**src/rtl/dma_ch_pkg.sv**
```systemverilog
package dma_ch_pkg;

   typedef enum logic [2:0] {
      IX_CMD  = 3'd0,
      IX_SCNT = 3'd1,
      IX_SADR = 3'd2,
      IX_WCNT = 3'd3,
      IX_WADR = 3'd4,
      IX_STAT = 3'd5,
      IX_SDSC = 3'd6,
      IX_WDSC = 3'd7
   } reg_ix_e;

   typedef enum logic [1:0] {
      OP_IDLE  = 2'd0,
      OP_BLAST = 2'd1,
      OP_ABORT = 2'd2,
      OP_START = 2'd3
   } dma_op_e;

   localparam int STAT_W      = 6;
   localparam int ST_DONE     = 3;
   localparam int ST_IRQ      = 4;
   localparam int CMD_DIR_BIT = 7;
   // flags that a status clear (write or read) may touch: error, abort, done
   localparam logic [STAT_W-1:0] ST_CLEARABLE = 6'b00_1110;

endpackage

```
**src/rtl/dma_ch_cmd.sv**
```systemverilog
module dma_ch_cmd
   import dma_ch_pkg::*;
#(
   parameter int DW = 32
) (
   input  logic          clk,
   input  logic          rst_n,
   input  logic          wr_cmd,
   input  logic [DW-1:0] wdata,
   output logic [DW-1:0] cmd_q,
   output logic          start_o,
   output logic          dma_en_o,
   output logic          cancel_o
);

   dma_op_e op;

   always_comb begin
      op      = dma_op_e'(wdata[1:0]);
      start_o = wr_cmd && (op == OP_START);
   end

   always_ff @(posedge clk) begin
      if (!rst_n) begin
         cmd_q    <= '0;
         dma_en_o <= 1'b0;
         cancel_o <= 1'b0;
      end else begin
         cancel_o <= wr_cmd && (op == OP_ABORT);
         if (wr_cmd) begin
            cmd_q <= wdata;
            if (op == OP_START)
               dma_en_o <= 1'b1;
            else if (op == OP_IDLE)
               dma_en_o <= 1'b0;
         end
      end
   end

endmodule

```
**src/rtl/dma_ch_status.sv**
```systemverilog
module dma_ch_status
   import dma_ch_pkg::*;
(
   input  logic              clk,
   input  logic              rst_n,
   input  logic              wr_stat,
   input  logic              rd_stat,
   input  logic              rd_clr_mode,
   input  logic [STAT_W-1:0] wbits,
   input  logic              start,
   input  logic              done,
   output logic [STAT_W-1:0] stat_q
);

   for (genvar i = 0; i < STAT_W; i++) begin : g_bit
      logic set_b;
      logic clr_b;
      always_comb begin
         set_b = (i == ST_DONE) && done;
         clr_b = start
               | (wr_stat && !rd_clr_mode && ST_CLEARABLE[i] && wbits[i])
               | (rd_stat &&  rd_clr_mode && ST_CLEARABLE[i]);
      end
      always_ff @(posedge clk) begin
         if (!rst_n)
            stat_q[i] <= 1'b0;
         else
            stat_q[i] <= set_b | (stat_q[i] & ~clr_b);
      end
   end

endmodule

```
**src/rtl/dma_ch_work.sv**
```systemverilog
module dma_ch_work #(
   parameter int DW = 32
) (
   input  logic          clk,
   input  logic          rst_n,
   input  logic          start,
   input  logic          done,
   input  logic [DW-1:0] scnt,
   input  logic [DW-1:0] sadr,
   input  logic [DW-1:0] sdsc,
   input  logic          cmd_dir,
   input  logic          req,
   input  logic          to_mem,
   input  logic [DW-1:0] len,
   output logic          accept,
   output logic [DW-1:0] grant,
   output logic [DW-1:0] wcnt_q,
   output logic [DW-1:0] wadr_q,
   output logic [DW-1:0] wdsc_q
);

   localparam logic [DW-1:0] WADR_INIT = '1;
   localparam logic [DW-1:0] WDSC_INIT = ~(DW'(2));

   always_comb begin
      accept = req && (to_mem == cmd_dir);
      if (!accept)
         grant = '0;
      else if (len < wcnt_q)
         grant = len;
      else
         grant = wcnt_q;
   end

   always_ff @(posedge clk) begin
      if (!rst_n) begin
         wcnt_q <= '0;
         wadr_q <= WADR_INIT;
         wdsc_q <= WDSC_INIT;
      end else begin
         if (start) begin
            wcnt_q <= scnt;
            wadr_q <= sadr;
            wdsc_q <= sdsc;
         end else if (accept) begin
            wcnt_q <= wcnt_q - grant;
            wadr_q <= wadr_q + grant;
         end
         if (done)
            wcnt_q <= '0;
      end
   end

endmodule

```
**src/rtl/dma_ch_regs.sv**
```systemverilog
module dma_ch_regs
   import dma_ch_pkg::*;
#(
   parameter int DW = 32
) (
   input  logic          clk,
   input  logic          rst_n,
   input  logic          reg_wr,
   input  logic          reg_rd,
   input  logic [2:0]    reg_idx,
   input  logic [DW-1:0] reg_wdata,
   output logic [DW-1:0] reg_rdata,
   input  logic          stat_rd_clears,
   input  logic          core_irq,
   input  logic          xfer_req,
   input  logic          xfer_to_mem,
   input  logic [DW-1:0] xfer_len,
   output logic          xfer_accept,
   output logic [DW-1:0] xfer_grant,
   input  logic          xfer_complete,
   output logic          dma_en,
   output logic          core_cancel
);

   if (DW < 16 || DW > 64) begin : g_bad_dw
      $error("dma_ch_regs: DW must lie in 16..64");
   end

   logic [DW-1:0]     cmd_q, scnt_q, sadr_q, sdsc_q;
   logic [DW-1:0]     wcnt_q, wadr_q, wdsc_q;
   logic [STAT_W-1:0] stat_q;
   logic              start_pulse;
   logic              wr_cmd, wr_stat, rd_stat;

   always_comb begin
      wr_cmd  = reg_wr && (reg_idx == IX_CMD);
      wr_stat = reg_wr && (reg_idx == IX_STAT);
      rd_stat = reg_rd && (reg_idx == IX_STAT);
   end

   dma_ch_cmd #(.DW(DW)) u_cmd (
      .clk      (clk),
      .rst_n    (rst_n),
      .wr_cmd   (wr_cmd),
      .wdata    (reg_wdata),
      .cmd_q    (cmd_q),
      .start_o  (start_pulse),
      .dma_en_o (dma_en),
      .cancel_o (core_cancel)
   );

   dma_ch_status u_stat (
      .clk         (clk),
      .rst_n       (rst_n),
      .wr_stat     (wr_stat),
      .rd_stat     (rd_stat),
      .rd_clr_mode (stat_rd_clears),
      .wbits       (reg_wdata[STAT_W-1:0]),
      .start       (start_pulse),
      .done        (xfer_complete),
      .stat_q      (stat_q)
   );

   dma_ch_work #(.DW(DW)) u_work (
      .clk     (clk),
      .rst_n   (rst_n),
      .start   (start_pulse),
      .done    (xfer_complete),
      .scnt    (scnt_q),
      .sadr    (sadr_q),
      .sdsc    (sdsc_q),
      .cmd_dir (cmd_q[CMD_DIR_BIT]),
      .req     (xfer_req),
      .to_mem  (xfer_to_mem),
      .len     (xfer_len),
      .accept  (xfer_accept),
      .grant   (xfer_grant),
      .wcnt_q  (wcnt_q),
      .wadr_q  (wadr_q),
      .wdsc_q  (wdsc_q)
   );

   always_ff @(posedge clk) begin
      if (!rst_n) begin
         scnt_q <= '0;
         sadr_q <= '0;
         sdsc_q <= '0;
      end else if (reg_wr) begin
         case (reg_ix_e'(reg_idx))
            IX_SCNT: scnt_q <= reg_wdata;
            IX_SADR: sadr_q <= reg_wdata;
            IX_SDSC: sdsc_q <= reg_wdata;
            default: ;
         endcase
      end
   end

   always_comb begin
      logic [STAT_W-1:0] st_view;
      st_view         = stat_q;
      st_view[ST_IRQ] = stat_q[ST_IRQ] | core_irq;
      case (reg_ix_e'(reg_idx))
         IX_CMD:  reg_rdata = cmd_q;
         IX_SCNT: reg_rdata = scnt_q;
         IX_SADR: reg_rdata = sadr_q;
         IX_WCNT: reg_rdata = wcnt_q;
         IX_WADR: reg_rdata = wadr_q;
         IX_STAT: reg_rdata = DW'(st_view);
         IX_SDSC: reg_rdata = sdsc_q;
         default: reg_rdata = wdsc_q;
      endcase
   end

endmodule

```
**config.mk**
```make
export PLATFORM = sky130hd
export DESIGN_NAME = dma_ch_regs
export DESIGN_NICKNAME = d
export VERILOG_FILES = /design/src/rtl/dma_ch_pkg.sv /design/src/rtl/dma_ch_cmd.sv /design/src/rtl/dma_ch_status.sv /design/src/rtl/dma_ch_work.sv /design/src/rtl/dma_ch_regs.sv
export SDC_FILE = /design/constraint.sdc
export NUM_CORES = 1
export LEC_CHECK = 0
export BUFFER_PORTS_ARGS = -buffer_cell sky130_fd_sc_hd__buf_4
export CAP_MARGIN = 10
export CORE_MARGIN = 4
export CORE_UTILIZATION = 45
export CTS_BUF_LIST = sky130_fd_sc_hd__clkbuf_2 sky130_fd_sc_hd__clkbuf_4 sky130_fd_sc_hd__clkbuf_8
export DETAILED_ROUTE_END_ITERATION = 12
export PLACE_DENSITY = 0.77
export SLEW_MARGIN = 10
export SYNTH_ARGS = -nofsm -noshare
export SYNTH_HDL_FRONTEND = slang
export SYNTH_SLANG_ARGS = --single-unit
```
**constraint.sdc**
```tcl
create_clock -name clk -period 5 [get_ports clk]
set_input_delay 0.75 -clock clk [delete_from_list [all_inputs] [get_ports clk]]
set_output_delay 0.75 -clock clk [all_outputs]
set_load 0.02 [all_outputs]
```
==> impl_metrics.yaml, run 1 <==
status:
  status: "finished clean"
timing:
  finalSetupTns_ps: 0
  slew_viol_final: 0
  clock.fmax_ghz: 0.2051
  grt_setup_unrepaired: "true"
  worst_pin_slew_ps: 1169
  fin_ws_ps: 123.7
  setup_viol: 0
  hold_violations: 0
  relSlewSlack_pct: 21.75
  min_period_ps: 4876
  fin_skew_ps: 26.04
  timing.final.crit_share_pct: 97.53
  holdWs_ps: 435.0
placement:
  place_inst: 2763
  dp_slack_ps: -555.0
  hpwl_mm: 41.53
  detailed_place.area_um2: 18310
  gp_congestion: 0.9835
  port-buffer-count: 142
floorplan:
  core_um2: 32700
  dieWidth_um: 190.7
  start_util_pct: 45.94
  design.die.area_um2: 36370
  ios: 143
  die_y_um: 190.7
  rows: 66
clock_tree:
  clock-root-buffer: "clkbuf_8"
  cts-buffers-inserted: 42
  clock_sinks: 232
  path_clk_slew_ps: 60
  cts_buffer_depth: 3
  htree_levels: 2
  cts_tree: "done"
  clk_latency_ps: 570
  cts_hold_buf: 0
detailed_routing:
  initialDrtViolationCount: 1838
  drtAntennaViolNets: 0
  first_pass_iters: 6
  vias_per_cell: 5.838
  wl_per_cell_um: 19.98
  finalWirelength_mm: 56.80
  drc: 0
  dr_total_vias: 16598
critical_path:
  cp-end-kind: "flip-flop"
  crit_fanout: 8
  cp.required_ps: 5400
  ff2ff_path_depth: 22
  crit_type: "flip-flop to flip-flop"
  cp.arrival_ps: 5270
  r2r-start: "u_work.wcnt_q[9]"
  start_kind: "flip-flop"
  ff2ff_setup_slack_ps: 120
  worstReg2RegEnd: "u_work.wcnt_q[31]"
synthesis:
  ys_warn_count: 0
  synth-simple-area-share_pct: 23.53
  synth_nets: 2221
  netlist_area_um2: 15020
  yosysSeqAreaShare_pct: 30.92
  synth-xor-area-share_pct: 2.215
  synthAdderAreaFrac_pct: 8.179
  synth_edf_count: 0
  synth_cell_types: 84
  synth_compound_area_share_pct: 24.57
  async_flop_share_pct: 0
  synth-seq-cells: 232
  synth_top_family_by_area: "compound AO/OA/AOI/OAI gates"
  avgSynthCellArea_um2: 7.336
  ys.flop_type: "dfxtp_1"
  postSynthCellCount: 2048
  synth.mux.area_fraction_pct: 5.097
global_routing:
  antenna_found_initial: 1
  grtUsageTotal_pct: 29.82
  grt_pass1_vias: 15292
  grt_overflow: 0
  grt_max_degree: 65
  grt_pass1_wl_mm: 86.57
finish:
  drive_gt1_share_pct: 25.66
  antenna_cells: 0
  layout.nets: 2543
  final_cells: 2843
  fillers: 2966
  post-route-util_pct: 60.37
  syn2layout_area_growth_pct: 31.40
  final_design_area_no_fill_um2: 19740
pwr:
  total_power_mw: 6.068
  irDropWorstVdd_uv: 215.0
  power-per-cell-area_nw_per_um2: 307.4
  p_leak_nw: 8.577
min_path:
  holdPathStages: 2
  hp-class: "flip-flop to flip-flop"
  hold_path_startpoint: "u_stat.stat_q[1]"
  whs_endpoint: "u_stat.stat_q[1]"
run:
  drv_cap: 0
==> synth_stat cells (7+ instances only) <==
master / n / share of area, %
nand2_1: 459 / 11
a21oi_1: 289 / 9.6
dfxtp_1: 232 / 31
nor2_1: 142 / 3.5
clkbuf_1: 111 / 2.8
o21ai_0: 104 / 3.5
ha_1: 95 / 7.9
inv_1: 84 / 2.1
nand2b_1: 47 / 2.0
nand3_1: 47 / 1.6
mux2i_1: 36 / 2.4
a21o_1: 23 / 1.1
o211ai_1: 23 / 1.1
a211oi_1: 22 / 1.1
nor3_1: 20 / 0.67
xnor2_1: 19 / 1.1
xor2_1: 19 / 1.1
and3_1: 17 / 0.71
o21a_1: 16 / 0.80
nor2b_1: 15 / 0.62
mux2_2: 12 / 0.90
mux4_2: 12 / 1.8
o221ai_1: 12 / 0.70
a22oi_1: 11 / 0.55
buf_1: 11 / 0.27
nor3b_1: 10 / 0.50
buf_2: 9 / 0.30
or3_1: 9 / 0.37
a311oi_1: 8 / 0.47
nand4_1: 8 / 0.33
o21ai_1: 8 / 0.27
o31ai_1: 8 / 0.40
a221oi_1: 7 / 0.41
a31oi_1: 7 / 0.29
==> state kept, by name, indices dropped and copies added (netlist names) <==
name            cells
u_cmd.cmd_q        32
sadr_q             32
u_cmd.dma_en_o      1
sdsc_q             32
u_work.wadr_q      32
u_work.wcnt_q      32
scnt_q             32
u_work.wdsc_q      32
u_cmd.cancel_o      1
u_stat.stat_q       6
==> kinds of logic (layout without fill, tap and decap cells) <==
logic type / after synthesis / after routing
AND/OR/NAND/NOR: 807 / 807
AO/OA/AOI/OAI: 598 / 598
flip-flops: 232 / 232
buffers and inverters: 216 / 569
adder cells (fa/ha/maj): 97 / 97
multiplexers: 60 / 60
XOR/XNOR: 38 / 38
==> layout make-up <==
| cell class | instances | area [um2] | area share [%] |
|---|---|---|---|
| multi-input cells | 1600 | 10120 | 51.28 |
| flip-flops and latches | 232 | 4657 | 23.59 |
| repair buffers | 410 | 3128 | 15.85 |
| clock buffers | 64 | 787.0 | 3.987 |
| well taps | 442 | 553.0 | 2.802 |
| inverters | 84 | 317.8 | 1.610 |
| clock inverters | 11 | 175.2 | 0.8874 |
==> critical path: stages (launching register included) <==
cell and delay (ps):
dfxtp_2 350, inv_2 60, ha_4 260, and4_1 200, or4b_4 460, a2bb2oi_1 160
a31oi_2 220, nor3_4 60, buf_12 160, buf_4 150, buf_4 120, nor2_1 70
a21oi_1 50, nand2b_4 150, ha_4 180, or4_4 500, o21ai_4 240, a21oi_4 110
o41ai_4 460, o21ai_2 100, o311ai_2 290, mux2i_1 230, o221ai_1 120
==> routing by layer <==
metal / wire length (um) / GRT usage, % / vias to the layer above
li1: - / - / 7798
met1: 25390 / 44.97 / 7728
met2: 22850 / 42.21 / 963
met3: 7083 / 7.543 / 109
met4: 1468 / 7.624 / 0
met5: 0 / 0 / -
==> cells in the final DEF, fill, tap and decap left out, types with 6 or more instances in the layout <==
cell      count
a211oi_1     18
a21o_1       23
a21oi_1     285
a221oi_1      7
a22oi_1      11
a311oi_1      7
a31oi_1       6
and3_1       16
buf_4       405
clkbuf_4     15
clkbuf_8     49
dfxtp_1     222
dfxtp_2      10
ha_1         70
ha_4         21
inv_1        74
inv_2         9
mux2_2       12
mux2i_1      36
mux4_2       12
nand2_1     457
nand2b_1     41
nand2b_4      7
nand3_1      45
nand3b_1      6
nand4_1       8
nor2_1      140
nor2b_1      15
nor3_1       19
nor3b_1       9
o211ai_1     23
o21a_1       16
o21ai_0     101
o21ai_1       8
o221ai_1     12
o22a_1        6
o31ai_1       7
or3_1         9
xnor2_1      19
xor2_1       19
==> worst max-delay path by stage <==
stage                      from           endpoint  depth (start not counted)
4_1_cts        u_work.wcnt_q[8]  u_work.wcnt_q[20]                         22
3_5_place_dp        xfer_len[8]  u_work.wadr_q[31]                         22
6_report       u_work.wcnt_q[9]  u_work.wcnt_q[31]                         22
2_1_floorplan      xfer_len[18]  u_work.wcnt_q[20]                         22
5_1_grt        u_work.wcnt_q[9]  u_work.wcnt_q[31]                         22
3_3_place_gp       xfer_len[10]  u_work.wadr_q[31]                         22
==> what timing repair did <==
action                     4_1_cts  5_1_grt
cloned                           0        1
pin swaps                        5       25
gates resized for setup          4       75
setup endpoints to repair       12       42
buffers inserted                 3        2
==> power by group <==
group	leakage [nW]	switching [mW]	internal, mW
combinational	6.18	1.06	0.946
sequential	1.89	0.0745	1.92
clock	0.507	0.854	1.22
total	8.58	1.98	4.08
Power figures use the tool's default switching activity.
==> run 2: changes to the inputs <==
--- a/config.mk
+++ b/config.mk
@@ -12,6 +12,7 @@
 export CTS_BUF_LIST = sky130_fd_sc_hd__clkbuf_2 sky130_fd_sc_hd__clkbuf_4 sky130_fd_sc_hd__clkbuf_8
 export DETAILED_ROUTE_END_ITERATION = 12
 export PLACE_DENSITY = 0.77
+export SETUP_SLACK_MARGIN = 0.4
 export SLEW_MARGIN = 10
 export SYNTH_ARGS = -nofsm -noshare
 export SYNTH_HDL_FRONTEND = slang
==> run 2 against run 1 <==
Against the previous run: sequential power about the same; via count up 1.2%; fmax grew 0.34%; non-clock buffer count is 43 higher; global-route usage increased by 0.99 points; power up 2.0%; first-iteration DRC count up 7.2%; cell area up 5.8%; critical path depth is 2 higher; count of clock-buffer cells in the layout shrank 2; clock power down 12%; core utilization up 3.5 points; critical endpoint is now u_work.wcnt_q[30].
==> impl_metrics.yaml, run 2 (synthesis results as in run 1) <==
finish:
  post-route-util_pct: 63.88
  most-common-layout-cells: "nand2_1 (455), buf_4 (432), a21oi_1 (257), dfxtp_1 (214), nor2_1 (132)"
  antenna_cells: 0
  layout_commonest_cell: "nand2_1"
  drive_gt1_share_pct: 32.49
  final_design_area_no_fill_um2: 20890
  fillers: 2858
  syn2layout_area_growth_pct: 39.05
  layout.nets: 2584
  final_cells: 2880
detailed_routing:
  wl_per_cell_um: 20.60
  drtAntennaViolNets: 0
  first_pass_iters: 8
  vias_per_cell: 5.830
  dr_total_vias: 16791
  drc: 0
  finalWirelength_mm: 59.34
  initialDrtViolationCount: 1970
placement:
  gp_congestion: 0.9777
  detailed_place.area_um2: 18760
  hpwl_mm: 42.34
  dp_slack_ps: -587.0
  place_inst: 2791
  port-buffer-count: 142
timing:
  relSlewSlack_pct: 25.26
  worst_pin_slew_ps: 1118
  setup_viol: 0
  hold_violations: 0
  finalSetupTns_ps: 0
  holdWs_ps: 443.8
  min_period_ps: 4860
  slew_viol_final: 0
  fin_ws_ps: 140.4
  timing.final.crit_share_pct: 97.19
  fin_skew_ps: 26.09
  clock.fmax_ghz: 0.2058
  grt_setup_unrepaired: "true"
min_path:
  hp-class: "flip-flop to flip-flop"
floorplan:
  start_util_pct: 45.94
  ios: 143
  die_y_um: 190.7
  dieWidth_um: 190.7
  core_um2: 32700
  rows: 66
  design.die.area_um2: 36370
global_routing:
  antenna_found_initial: 1
  grt_pass1_wl_mm: 89.18
  grt_overflow: 0
  grt_pass1_vias: 15643
  grt_max_degree: 84
  grtUsageTotal_pct: 30.82
status:
  status: "finished clean"
clock_tree:
  path_clk_slew_ps: 70
  clk_latency_ps: 560
  cts-buffers-inserted: 40
  cts_tree: "done"
  clock-root-buffer: "clkbuf_8"
  cts_buffer_depth: 3
  clock_sinks: 232
  htree_levels: 2
pwr:
  p_switching_mw: 2.116
  internal-power_mw: 4.070
  power-per-cell-area_nw_per_um2: 296.1
  clock_power_share_pct: 29.4
  p_leak_nw: 8.980
  p_sw_share_pct: 34.21
  total_power_mw: 6.186
  seq_power_share_pct: 32.3
  irDropWorstVdd_uv: 195.0
  comb_power_share_pct: 38.3
critical_path:
  cp.required_ps: 5430
  start_kind: "flip-flop"
  cp-end-kind: "flip-flop"
  crit_fanout: 7
  crit_type: "flip-flop to flip-flop"
  ff2ff_setup_slack_ps: 140
  cp.arrival_ps: 5290
run:
  drv_cap: 0
-- run 2: cell types whose count changed in the layout (fill, tap and decap cells not counted), moves of 8 or more --
cell	change
a21oi_2	+24
ha_1	-16
buf_4	+27
inv_1	-21
buf_6	+11
dfxtp_1	-8
inv_2	+15
o21ai_1	+13
nand2b_1	-13
nand2b_4	+13
nor2_1	-8
a21oi_1	-28
o21ai_0	-21
ha_4	+15
-- run 2: power groups by stage --
stage,sequential [mW],combinational [mW],clock [mW]
floorplan,2.00,1.18,0
global placement,2.02,1.91,0
detailed placement,2.03,1.93,0
CTS,1.99,2.06,1.83
global route,2.00,2.53,1.92
finish,2.00,2.37,1.82
-- run 2: cell type report --
class	count	area, um2	area share [%]
Multi-Input combinational cell	1600	10950	52.40
Tap cell	442	553.0	2.647
Inverter	84	332.8	1.593
Clock buffer	62	784.5	3.755
Sequential cell	232	4669	22.35
Timing Repair Buffer	453	3560	17.04
Clock inverter	7	43.79	0.2096
-- run 2: final timing paths --
| check | cells after the start | from | to |
|---|---|---|---|
| worst max-delay path | 24 | u_work.wcnt_q[11] | u_work.wcnt_q[30] |
| worst min register to register | 2 | u_stat.stat_q[2] | u_stat.stat_q[2] |
| worst min-delay path | 2 | u_stat.stat_q[2] | u_stat.stat_q[2] |
| worst max register to register | 24 | u_work.wcnt_q[11] | u_work.wcnt_q[30] |
-- run 2: worst max-delay path: stages (launching register included) --
cell	delay (ps)
dfxtp_2	360
inv_2	60
ha_4	260
and4_1	190
or4b_4	480
a2bb2oi_4	170
a31oi_4	150
nor3_4	70
buf_12	160
buf_12	140
a21oi_4	140
nor2_4	60
ha_4	180
fa_2	390
and2b_2	250
o21ai_4	70
a2111oi_4	350
buf_4	200
o311ai_4	140
buf_4	180
a21oi_4	160
and3_4	230
a31oi_4	90
mux2i_1	160
a21oi_1	80
-- run 2: per-layer routing --
| layer | up-vias | GRT usage [%] | share of wire, % |
|---|---|---|---|
| li1 | 7890 | - | - |
| met1 | 7763 | 46.77 | 44 |
| met2 | 1013 | 44.85 | 42 |
| met3 | 125 | 5.914 | 12 |
| met4 | 0 | 7.514 | 2.4 |
| met5 | - | 0 | 0 |
-- run 2: repair_timing --
item,in CTS,in global routing
resized for setup,80,170
gates cloned,2,0
setup buffers,8,10
endpoints found under the hold margin,0,0
endpoints found under the setup margin,55,57
hold buffers,0,0
pin swaps,36,54
